[src/rtl/ecb_pkg.sv]
package ecb_pkg;
  localparam int AW = 3;
  localparam int NS = 5;

  localparam logic [AW-1:0] ADR_FRM = 3'd0;
  localparam logic [AW-1:0] ADR_PAR = 3'd1;
  localparam logic [AW-1:0] ADR_DIS = 3'd2;
  localparam logic [AW-1:0] ADR_REM = 3'd3;
  localparam logic [AW-1:0] ADR_LLO = 3'd4;
  localparam logic [AW-1:0] ADR_LHI = 3'd5;
  localparam logic [AW-1:0] ADR_STS = 3'd6;

  localparam int ST_FRM = 0;
  localparam int ST_PAR = 1;
  localparam int ST_DIS = 2;
  localparam int ST_REM = 3;
  localparam int ST_LCV = 4;
endpackage

[src/rtl/ecb_event_ctr.sv]
// Clear-on-read event counter: saturates or wraps at its maximum.
module ecb_event_ctr #(
  parameter int W = 8
) (
  input  logic         clk,
  input  logic         rst,
  input  logic         inc,
  input  logic         clr,
  input  logic         wrap_en,
  output logic [W-1:0] cnt,
  output logic         wrap,
  output logic         sat
);
  localparam logic [W-1:0] MAXV = '1;
  localparam logic [W-1:0] ONE  = W'(1);

  logic at_max;
  assign at_max = (cnt == MAXV);
  assign wrap   = inc && !clr && at_max && wrap_en;
  assign sat    = inc && !clr && at_max && !wrap_en;

  always_ff @(posedge clk) begin
    if (rst) begin
      cnt <= '0;
    end else if (clr) begin
      // an event in the read cycle opens the new interval
      cnt <= inc ? ONE : '0;
    end else if (inc && !at_max) begin
      cnt <= cnt + ONE;
    end else if (wrap) begin
      cnt <= '0;
    end
  end
endmodule

[src/rtl/ecb_split_ctr.sv]
// Wide counter read as a low and a high part, with a high-part snapshot.
module ecb_split_ctr #(
  parameter int LW  = 16,
  parameter int LOW = 8
) (
  input  logic            clk,
  input  logic            rst,
  input  logic            inc,
  input  logic            rd_lo,
  input  logic            rd_hi,
  input  logic            wrap_en,
  output logic [LOW-1:0]  lo_val,
  output logic [LW-LOW-1:0] hi_val,
  output logic            wrap,
  output logic            sat
);
  localparam int HW = LW - LOW;
  localparam logic [LW-1:0] MAXV = '1;
  localparam logic [LW-1:0] ONE  = LW'(1);

  logic [LW-1:0]  cnt;
  logic [HW-1:0]  snap;
  logic           snap_vld;
  logic [LOW-1:0] lo_base;
  logic [HW-1:0]  hi_base;
  logic [LW-1:0]  base;
  logic [LW-1:0]  nxt;
  logic           at_max;

  always_comb begin
    lo_base = rd_lo ? '0 : cnt[LOW-1:0];
    if (rd_hi) begin
      hi_base = snap_vld ? (cnt[LW-1:LOW] - snap) : '0;
    end else begin
      hi_base = cnt[LW-1:LOW];
    end
    base   = {hi_base, lo_base};
    at_max = (base == MAXV);
    if (!inc) begin
      nxt = base;
    end else if (!at_max) begin
      nxt = base + ONE;
    end else begin
      nxt = wrap_en ? '0 : base;
    end
  end

  assign wrap   = inc && at_max && wrap_en;
  assign sat    = inc && at_max && !wrap_en;
  assign lo_val = cnt[LOW-1:0];
  assign hi_val = snap_vld ? snap : cnt[LW-1:LOW];

  always_ff @(posedge clk) begin
    if (rst) begin
      cnt      <= '0;
      snap     <= '0;
      snap_vld <= 1'b0;
    end else begin
      cnt <= nxt;
      if (rd_lo) begin
        snap     <= cnt[LW-1:LOW];
        snap_vld <= 1'b1;
      end else if (rd_hi) begin
        snap     <= '0;
        snap_vld <= 1'b0;
      end
    end
  end
endmodule

[src/rtl/ecb_status.sv]
// Sticky per-counter indication register and shared interrupt.
module ecb_status #(
  parameter int NS = 5
) (
  input  logic          clk,
  input  logic          rst,
  input  logic [NS-1:0] set,
  input  logic [NS-1:0] clr,
  input  logic [NS-1:0] int_en,
  output logic [NS-1:0] stat,
  output logic          irq
);
  logic [NS-1:0] nxt;
  assign nxt = (stat & ~clr) | set;

  always_ff @(posedge clk) begin
    if (rst) begin
      stat <= '0;
      irq  <= 1'b0;
    end else begin
      stat <= nxt;
      irq  <= |(nxt & int_en);
    end
  end
endmodule

[src/rtl/ecb_top.sv]
// Error counter bank with clear-on-read register access.
module ecb_top
  import ecb_pkg::*;
#(
  parameter int CW = 8,
  parameter int NW = 4,
  parameter int LW = 16
) (
  input  logic          clk,
  input  logic          rst,
  input  logic          rd_en,
  input  logic [AW-1:0] rd_addr,
  output logic [CW-1:0] rd_data,
  input  logic          ev_frame,
  input  logic          ev_parity,
  input  logic          ev_dis_a,
  input  logic          ev_dis_b,
  input  logic          ev_remote,
  input  logic          ev_lcv,
  input  logic          oof,
  input  logic          e3_mode,
  input  logic [NS-1:0] int_en,
  input  logic          sat_dis,
  output logic          irq,
  output logic          frame_carry,
  output logic          lcv_carry
);
  localparam int NP = 3;        // plain CW-bit counters: frame, parity, remote
  localparam int NN = 2;        // disagreement nibbles
  localparam int HW = LW - CW;

  logic gate;
  assign gate = !oof && !e3_mode;

  logic hit_frm, hit_par, hit_dis, hit_rem, hit_llo, hit_lhi, hit_sts;
  assign hit_frm = rd_en && (rd_addr == ADR_FRM);
  assign hit_par = rd_en && (rd_addr == ADR_PAR);
  assign hit_dis = rd_en && (rd_addr == ADR_DIS);
  assign hit_rem = rd_en && (rd_addr == ADR_REM);
  assign hit_llo = rd_en && (rd_addr == ADR_LLO);
  assign hit_lhi = rd_en && (rd_addr == ADR_LHI);
  assign hit_sts = rd_en && (rd_addr == ADR_STS);

  // plain counters
  logic [NP-1:0] pc_ev, pc_clr, pc_wen, pc_wrap, pc_sat;
  logic [CW-1:0] pc_cnt [NP];

  assign pc_ev  = {ev_remote && gate, ev_parity && gate, ev_frame};
  assign pc_clr = {hit_rem, hit_par, hit_frm};
  assign pc_wen = {int_en[ST_REM], int_en[ST_PAR], int_en[ST_FRM] || sat_dis};

  for (genvar g = 0; g < NP; g++) begin : g_pc
    ecb_event_ctr #(.W(CW)) u_pc (
      .clk     (clk),
      .rst     (rst),
      .inc     (pc_ev[g]),
      .clr     (pc_clr[g]),
      .wrap_en (pc_wen[g]),
      .cnt     (pc_cnt[g]),
      .wrap    (pc_wrap[g]),
      .sat     (pc_sat[g])
    );
  end

  // disagreement nibbles
  logic [NN-1:0] nb_ev, nb_wrap, nb_sat;
  logic [NW-1:0] nb_cnt [NN];
  assign nb_ev = {ev_dis_b && gate, ev_dis_a && gate};

  for (genvar g = 0; g < NN; g++) begin : g_nb
    ecb_event_ctr #(.W(NW)) u_nb (
      .clk     (clk),
      .rst     (rst),
      .inc     (nb_ev[g]),
      .clr     (hit_dis),
      .wrap_en (int_en[ST_DIS]),
      .cnt     (nb_cnt[g]),
      .wrap    (nb_wrap[g]),
      .sat     (nb_sat[g])
    );
  end

  // line-code-violation counter
  logic [CW-1:0] lcv_lo;
  logic [HW-1:0] lcv_hi;
  logic          lcv_wrap, lcv_sat;

  ecb_split_ctr #(.LW(LW), .LOW(CW)) u_lcv (
    .clk     (clk),
    .rst     (rst),
    .inc     (ev_lcv),
    .rd_lo   (hit_llo),
    .rd_hi   (hit_lhi),
    .wrap_en (int_en[ST_LCV] || sat_dis),
    .lo_val  (lcv_lo),
    .hi_val  (lcv_hi),
    .wrap    (lcv_wrap),
    .sat     (lcv_sat)
  );

  // status
  logic [NS-1:0] st_set, st_clr, stat_q;

  always_comb begin
    st_set         = '0;
    st_set[ST_FRM] = (pc_wrap[0] && int_en[ST_FRM]) || pc_sat[0];
    st_set[ST_PAR] = (pc_wrap[1] && int_en[ST_PAR]) || pc_sat[1];
    st_set[ST_DIS] = ((|nb_wrap) && int_en[ST_DIS]) || (|nb_sat);
    st_set[ST_REM] = (pc_wrap[2] && int_en[ST_REM]) || pc_sat[2];
    st_set[ST_LCV] = (lcv_wrap && int_en[ST_LCV]) || lcv_sat;
    if (hit_sts) begin
      st_clr = '1;
    end else begin
      st_clr         = '0;
      st_clr[ST_FRM] = hit_frm;
      st_clr[ST_PAR] = hit_par;
      st_clr[ST_DIS] = hit_dis;
      st_clr[ST_REM] = hit_rem;
      st_clr[ST_LCV] = hit_llo || hit_lhi;
    end
  end

  ecb_status #(.NS(NS)) u_sts (
    .clk    (clk),
    .rst    (rst),
    .set    (st_set),
    .clr    (st_clr),
    .int_en (int_en),
    .stat   (stat_q),
    .irq    (irq)
  );

  // read path
  logic [CW-1:0] rd_mux;
  always_comb begin
    case (rd_addr)
      ADR_FRM: rd_mux = pc_cnt[0];
      ADR_PAR: rd_mux = pc_cnt[1];
      ADR_DIS: rd_mux = CW'({nb_cnt[1], nb_cnt[0]});
      ADR_REM: rd_mux = pc_cnt[2];
      ADR_LLO: rd_mux = lcv_lo;
      ADR_LHI: rd_mux = CW'(lcv_hi);
      ADR_STS: rd_mux = CW'(stat_q);
      default: rd_mux = '0;
    endcase
  end

  always_ff @(posedge clk) begin
    if (rst) begin
      rd_data     <= '0;
      frame_carry <= 1'b0;
      lcv_carry   <= 1'b0;
    end else begin
      if (rd_en) rd_data <= rd_mux;
      frame_carry <= pc_wrap[0];
      lcv_carry   <= lcv_wrap;
    end
  end

  // observation points for the bound checker
  logic [CW-1:0] par_q, frm_q;
  assign par_q = pc_cnt[1];
  assign frm_q = pc_cnt[0];
endmodule

[config.mk]
export PLATFORM = sky130hd
export DESIGN_NAME = ecb_top
export DESIGN_NICKNAME = d
export VERILOG_FILES = /design/src/rtl/ecb_pkg.sv /design/src/rtl/ecb_event_ctr.sv /design/src/rtl/ecb_split_ctr.sv /design/src/rtl/ecb_status.sv /design/src/rtl/ecb_top.sv
export SDC_FILE = /design/constraint.sdc
export NUM_CORES = 1
export LEC_CHECK = 0
export ABC_AREA = 1
export ABC_CLOCK_PERIOD_IN_PS = 2900
export BUFFER_PORTS_ARGS = -buffer_cell sky130_fd_sc_hd__buf_2
export CORE_MARGIN = 2
export CORE_UTILIZATION = 61
export DETAILED_ROUTE_END_ITERATION = 8
export PLACE_DENSITY = 0.8
export SLEW_MARGIN = 20
export SYNTH_ARGS = -nofsm -noshare
export SYNTH_HDL_FRONTEND = slang
export SYNTH_SLANG_ARGS = --single-unit
[constraint.sdc]
create_clock -name clk -period 2.9 [get_ports clk]
set_input_delay 0.58 -clock clk [delete_from_list [all_inputs] [get_ports clk]]
set_output_delay 0.58 -clock clk [all_outputs]
set_load 0.005 [all_outputs]
## Word-level counts from Yosys, hierarchy flattened

Cells that the tools add are included.

- Bits in registers: 73
- Bits of input ports: 20
- Output and inout port bits: 11
- Logic and storage cells: 148

- Add/subtract/negate cells: 7
- Equal/unequal tests: 12
- Muxes and demuxes: 33
- Bitwise logic cells: 4
- Reduce and logical (&&, ||, !) cells: 79

Operators with widths:

| kind | number |
|---|---|
| $mux W8 | 15 |
| $pmux W8 S7 | 1 |
| $mux W16 | 3 |
| $logic_and A1 B1 Y1 | 45 |
| $add A8 B1 Y8 const B | 3 |
| $eq A8 B8 Y1 const B | 3 |
| $mux W4 | 6 |
| $add A16 B1 Y16 const B | 1 |
| $eq A16 B16 Y1 const B | 1 |
| $logic_not A1 Y1 | 16 |
| $reduce_bool A3 Y1 | 5 |
| $and A5 B5 Y5 | 2 |
| $eq A3 B3 Y1 const B | 3 |
| $add A4 B1 Y4 const B | 2 |
| $eq A4 B4 Y1 const B | 2 |
| $logic_or A1 B1 Y1 | 8 |
| $sub A8 B8 Y8 | 1 |
| $mux W1 | 7 |
| $eq A3 B2 Y1 const B | 2 |
| $mux W5 | 1 |
| $not A5 Y5 | 1 |
| $or A5 B5 Y5 | 1 |
| $reduce_or A5 Y1 | 1 |
| $reduce_or A2 Y1 | 2 |
| other kinds (3) | 3 |

## Logic depth before layout (Yosys ltp)

- Depth after elaboration: 12
- Gate-level depth with buffers: 20
- Gate-level depth less buffers: 19

## Modules after synthesis

Synthesis repeated with hierarchy kept, for this count alone.

- Cell total of the unflattened synthesis: 881
- Area, all modules: 5617.9 um2

By module, submodules not included:

| module | times used | cells each | area an instance (um2) | seq. area each (um2) |
|---|---|---|---|---|
| ecb_split_ctr | 1 | 333 | 2075.7 | 500.5 |
| ecb_event_ctr at g_pc[0].u_pc ... | 3 | 75 | 506.7 | 160.2 |
| ecb_top | 1 | 205 | 1176.1 | 200.2 |
| ecb_event_ctr at g_nb[0].u_nb ... | 2 | 39 | 287.8 | 80.1 |
| ecb_status | 1 | 40 | 270.3 | 120.1 |

## Worst setup path before layout

OpenSTA, ideal clock, no wires.

- Path type: input-to-reg
- From: in rd_addr[2]
- To: reg u_lcv.cnt[15]
- Setup time: 0.109 ns
- Arrival: 2.434 ns
- Data required time: 2.791 ns
- Setup slack: 0.357 ns
- Stages on the path: 19
- Path buffers: 2
- Cell sequence: buf_2 > nand3_2 > buf_6 > nand2_1 > inv_1 > ha_1 > nand2_1 > inv_1 > nand3_1 > nor2_4 > nand2_4 > nor2_8 > nand3_2 > nor2_4 > nand3_2 > nand2_2 > inv_1 > nand2_1 > inv_1

- Cells in the longest elaborated chain, start to end: 6
- Elaborated cells between the ends (all ways): 11
- Those cells by class: add/sub (1); eq/ne (3); mux (5); reduce/logical (2)

RTL lines:

| element | RTL line | RTL |
|---|---|---|
| start, declared | ecb_top.sv:12 | `input logic [AW-1:0] rd_addr,` |
| $eq A3 B3 Y1, on equally long branches | ecb_top.sv:40, ecb_top.sv:41 |  |
| $logic_and A1 B1 Y1, on equally long branches | ecb_top.sv:40, ecb_top.sv:41 |  |
| $mux W8, on equally long branches | ecb_split_ctr.sv:31, ecb_split_ctr.sv:32 |  |
| $add A16 B1 Y16, or another cell as far along | ecb_split_ctr.sv:42 | `nxt = base + ONE;` |
| $mux W16 | ecb_split_ctr.sv:41 | `end else if (!at_max) begin` |
| $mux W16 * | ecb_split_ctr.sv:39 | `if (!inc) begin` |
| end signal, assigned | ecb_split_ctr.sv:59 | `cnt <= nxt;` |
| end, declared | ecb_split_ctr.sv:21 | `logic [LW-1:0] cnt;` |

Mark *: on every way between the ends. The rest lies on a longest branch, timed or not.
A chain may end at the register's enable or synchronous reset.

## Final worst setup path

- From: reg u_lcv.cnt[8]
- To: reg u_lcv.cnt[7]

- Cells in the longest elaborated chain, start to end: 6

RTL lines:

| element | RTL line | RTL |
|---|---|---|
| $sub A8 B8 Y8 | ecb_split_ctr.sv:33 | `hi_base = snap_vld ? (cnt[LW-1:LOW] - snap) : '0;` |
| $mux W8 | ecb_split_ctr.sv:33 |  |
| $mux W8 * | ecb_split_ctr.sv:32 | `if (rd_hi) begin` |
| $eq A16 B16 Y1 * | ecb_split_ctr.sv:38 | `at_max = (base == MAXV);` |
| $mux W16 * | ecb_split_ctr.sv:41 |  |
| $mux W16 * | ecb_split_ctr.sv:39 |  |

Marks and branches as above.

==> qor.yml <==
routing:
  drt-total-wl_mm: 12.87
  detail-route-antenna-nets: 0
  first_iter_violations: 325
  drc: 0
  drt-wirelength-per-cell_um: 14.94
  dr.pass1.iters: 5
  vias: 4936
  vias_per_cell: 5.733
power:
  ir_drop_v: 0.0003240
  total_power_mw: 2.077
  p_leak_nw: 2.360
  powerDensity_nw_per_um2: 397.7
synthesis:
  synth_fa_ha_area_frac: 0.04087
  synth_top_family_by_area: "simple AND/OR/NAND/NOR gates"
  yosys_warnings: 0
  synthCells: 724
  ys_ff_latch: 73
  synth-compound-area-share: 0.1645
  seq_area_frac_synth: 0.3060
  synthesis.nets: 759
  yosys.area_share.simple: 0.3615
  synth_cell_types: 52
  syn-cell-area_um2: 4776
  syn_area_per_cell_um2: 6.596
  synthXorXnorAreaFrac: 0.02017
  muxShareOfSynthArea: 0
global_routing:
  grt_pass1_vias: 4499
  antenna_found_initial: 0
  grt_max_degree: 43
  grt_pass1_wl_mm: 21.03
  grt_overflow: 0
  track_usage: 0.3092
timing:
  setup_viol: 0
  slew_headroom: 0.6341
  finalCritPeriodShare: 0.8541
  layout_min_cycle_time_ns: 2.477
  tightest_slew_ns: 0.5482
  hold_violations: 0
  hold_ws_ns: 0.4645
  fin_skew_ns: 0.006539
  rsz0062_at_grt: "no"
  finalMaxSlewViolations: 0
  fmax_mhz: 403.8
  tns_ns: 0
worst_setup_path:
  cp-end-kind: "flip-flop"
  critPathMaxStageDelay_ns: 0.48
  critPathRequiredTime_ns: 3.13
  r2r_slack_ns: 0.42
  worst-r2r-cell-count: 13
  critPathBufInv: 3
  crit_type: "reg -> reg"
  reg2reg_from: "u_lcv.cnt[8]"
  crit_slowest_cell: "fa_1"
  critPathMaxFanout: 6
  reg2reg_to: "u_lcv.cnt[7]"
  cp_data_arrival_time_ns: 2.71
  path_cells: "inv_1 -> ha_1 -> inv_1 -> fa_1 -> nand2_1 -> o21ai_2 -> nand2_4 -> clkinv_2 -> nand3_2 -> nor2_4 -> nand2_1 -> o21ai_0 -> a21oi_1"
  start_kind: "flip-flop"
  crit_family: "adder cells"
clocking:
  cts.sinks: 73
  clk_pin_slew_ns: 0.07
  cts_hold_repair.buffers: 0
  postCtsResizedCells: 0
  cts_buffers: 9
  insertion_delay_ns: 0.35
  h-tree-depth: 3
  clockBufferDepth: 2
  post_cts_buffers: 0
  root_buffer: "clkbuf_8"
  cts_tree: "done"
floorplanning:
  start_util: 0.6245
  fp.dieH_um: 92.48
  die_w_um: 92.48
  die_area_um2: 8553
  core_area_um2: 7647
  ios: 31
  rows: 32
layout:
  area_growth_pct: 9.353
  seq_area_um2: 1461
  fin_util: 0.6829
  nets: 789
  drive_gt1_frac: 0.1383
  antenna_cells: 0
  fillers: 663
  multi_input_area_um2: 2804
status:
  status: "completed"
placed_design:
  numPortBuffers: 30
  routabilityCongestion: 0.9738
  place_hpwl_mm: 9.903
hold_path:
  hold_path_depth: 2
  holdCritStartpoint: "rd_data[5]"
  hold_path_end: "rd_data[5]"
  hold_class: "reg -> reg"
job:
  drv_cap: 0
[synthesized netlist by cell type (all sizes together)]
| library cell | instances | area share |
|---|---|---|
| o21ai | 37 | 0.043 |
| a221oi | 8 | 0.015 |
| nor3b | 1 | 0.0016 |
| a21o | 1 | 0.0016 |
| nand2 | 203 | 0.17 |
| a31oi | 12 | 0.016 |
| nor3 | 16 | 0.021 |
| fa | 1 | 0.0042 |
| or2 | 4 | 0.0052 |
| inv | 108 | 0.085 |
| o31ai | 1 | 0.0016 |
| dfxtp | 73 | 0.31 |
| a211oi | 3 | 0.0047 |
| a21oi | 57 | 0.061 |
| xor2 | 8 | 0.015 |
| buf | 7 | 0.011 |
| o221ai | 2 | 0.0037 |
| o2111ai | 3 | 0.0055 |
| o22ai | 3 | 0.0039 |
| xnor2 | 3 | 0.0055 |
| a2111oi | 1 | 0.0018 |
| o211ai | 2 | 0.0031 |
| ha | 14 | 0.037 |
| nand3 | 60 | 0.073 |
| nor2 | 66 | 0.066 |
| clkbuf | 12 | 0.0094 |
| o21a | 1 | 0.0016 |
| a22oi | 1 | 0.0016 |
| a22o | 1 | 0.0018 |
| nand3b | 1 | 0.0016 |
| clkinv | 2 | 0.0018 |
| nand4 | 12 | 0.021 |
[report_power, final]
part | switching (mW) | internal [mW]
Combinational | 0.154 | 0.0670
Clock | 0.374 | 0.441
Sequential | 0.0214 | 1.02
Total | 0.549 | 1.53
[stage by stage]
stage	cells	setup WS (ns)	area (µm²)
4_1_cts	861	0.4312	5223
3_5_place_dp	845	0.1907	5017
6_report	861	0.4232	5223
3_3_place_gp	845	0.2703	5017
5_1_grt	861	0.1801	5223
2_1_floorplan	724	0.3572	4776
[cell families after synthesis]
| kind of cell | Yosys count |
|---|---|
| xor+xnor | 11 |
| flops | 73 |
| fa+ha+maj | 15 |
| buf+inv | 129 |
| compound gates | 133 |
| simple gates | 363 |
[metal layers]
layer,wire length (µm),vias up,GRT usage
met5,0,-,0
met1,5386,2228,0.3791
met2,5777,222,0.5049
met4,690,0,0.1617
met3,1012,58,0.07160
li1,-,2428,-
[cell type report]
class / count / area share
Multi-Input combinational cell: 522 / 0.5369
Sequential cell: 73 / 0.2798
Inverter: 110 / 0.07930
Timing Repair Buffer: 38 / 0.04025
Clock buffer: 11 / 0.02899
Tap cell: 102 / 0.02444
Clock inverter: 5 / 0.01030
[how the worst max path moves through the flow]
stage            startpoint            end  slack, ns  depth (start not counted)
2_1_floorplan    rd_addr[2]  u_lcv.cnt[15]       0.36                         19
3_3_place_gp     rd_addr[0]  u_lcv.cnt[15]       0.27                         19
3_5_place_dp     rd_addr[0]  u_lcv.cnt[15]       0.19                         19
4_1_cts        u_lcv.cnt[8]  u_lcv.cnt[15]       0.43                         15
5_1_grt        u_lcv.cnt[8]  u_lcv.cnt[11]       0.18                         15
6_report       u_lcv.cnt[8]   u_lcv.cnt[7]       0.42                         13
[state kept, by name (all words and copies together), names as in the netlist]
signal,cells
lcv_carry,1
g_pc.u_pc.cnt,24
frame_carry,1
u_sts.irq,1
rd_data,8
u_sts.stat,5
u_lcv.cnt,16
u_lcv.snap_vld,1
g_nb.u_nb.cnt,8
u_lcv.snap,8
[worst min-delay path: stages, from the launching register on]
cell	delay, ns
dfxtp_1	0.31
nand2_1	0.06
a21oi_1	0.05
[cell usage in the layout, fill, tap and decap left out, drive strengths merged, types with 2 or more instances in the layout]
master	instances
a21oi	57
buf	38
clkinv	6
nand3	60
o21ai	37
a211oi	3
xor2	8
a31oi	12
o211ai	2
o22ai	3
dfxtp	73
ha	14
nor2	66
nand4	12
clkbuf	11
a221oi	8
xnor2	3
or2	4
o221ai	2
nand2	203
nor3	16
o2111ai	3
inv	108
Power figures use the tool's default switching activity.
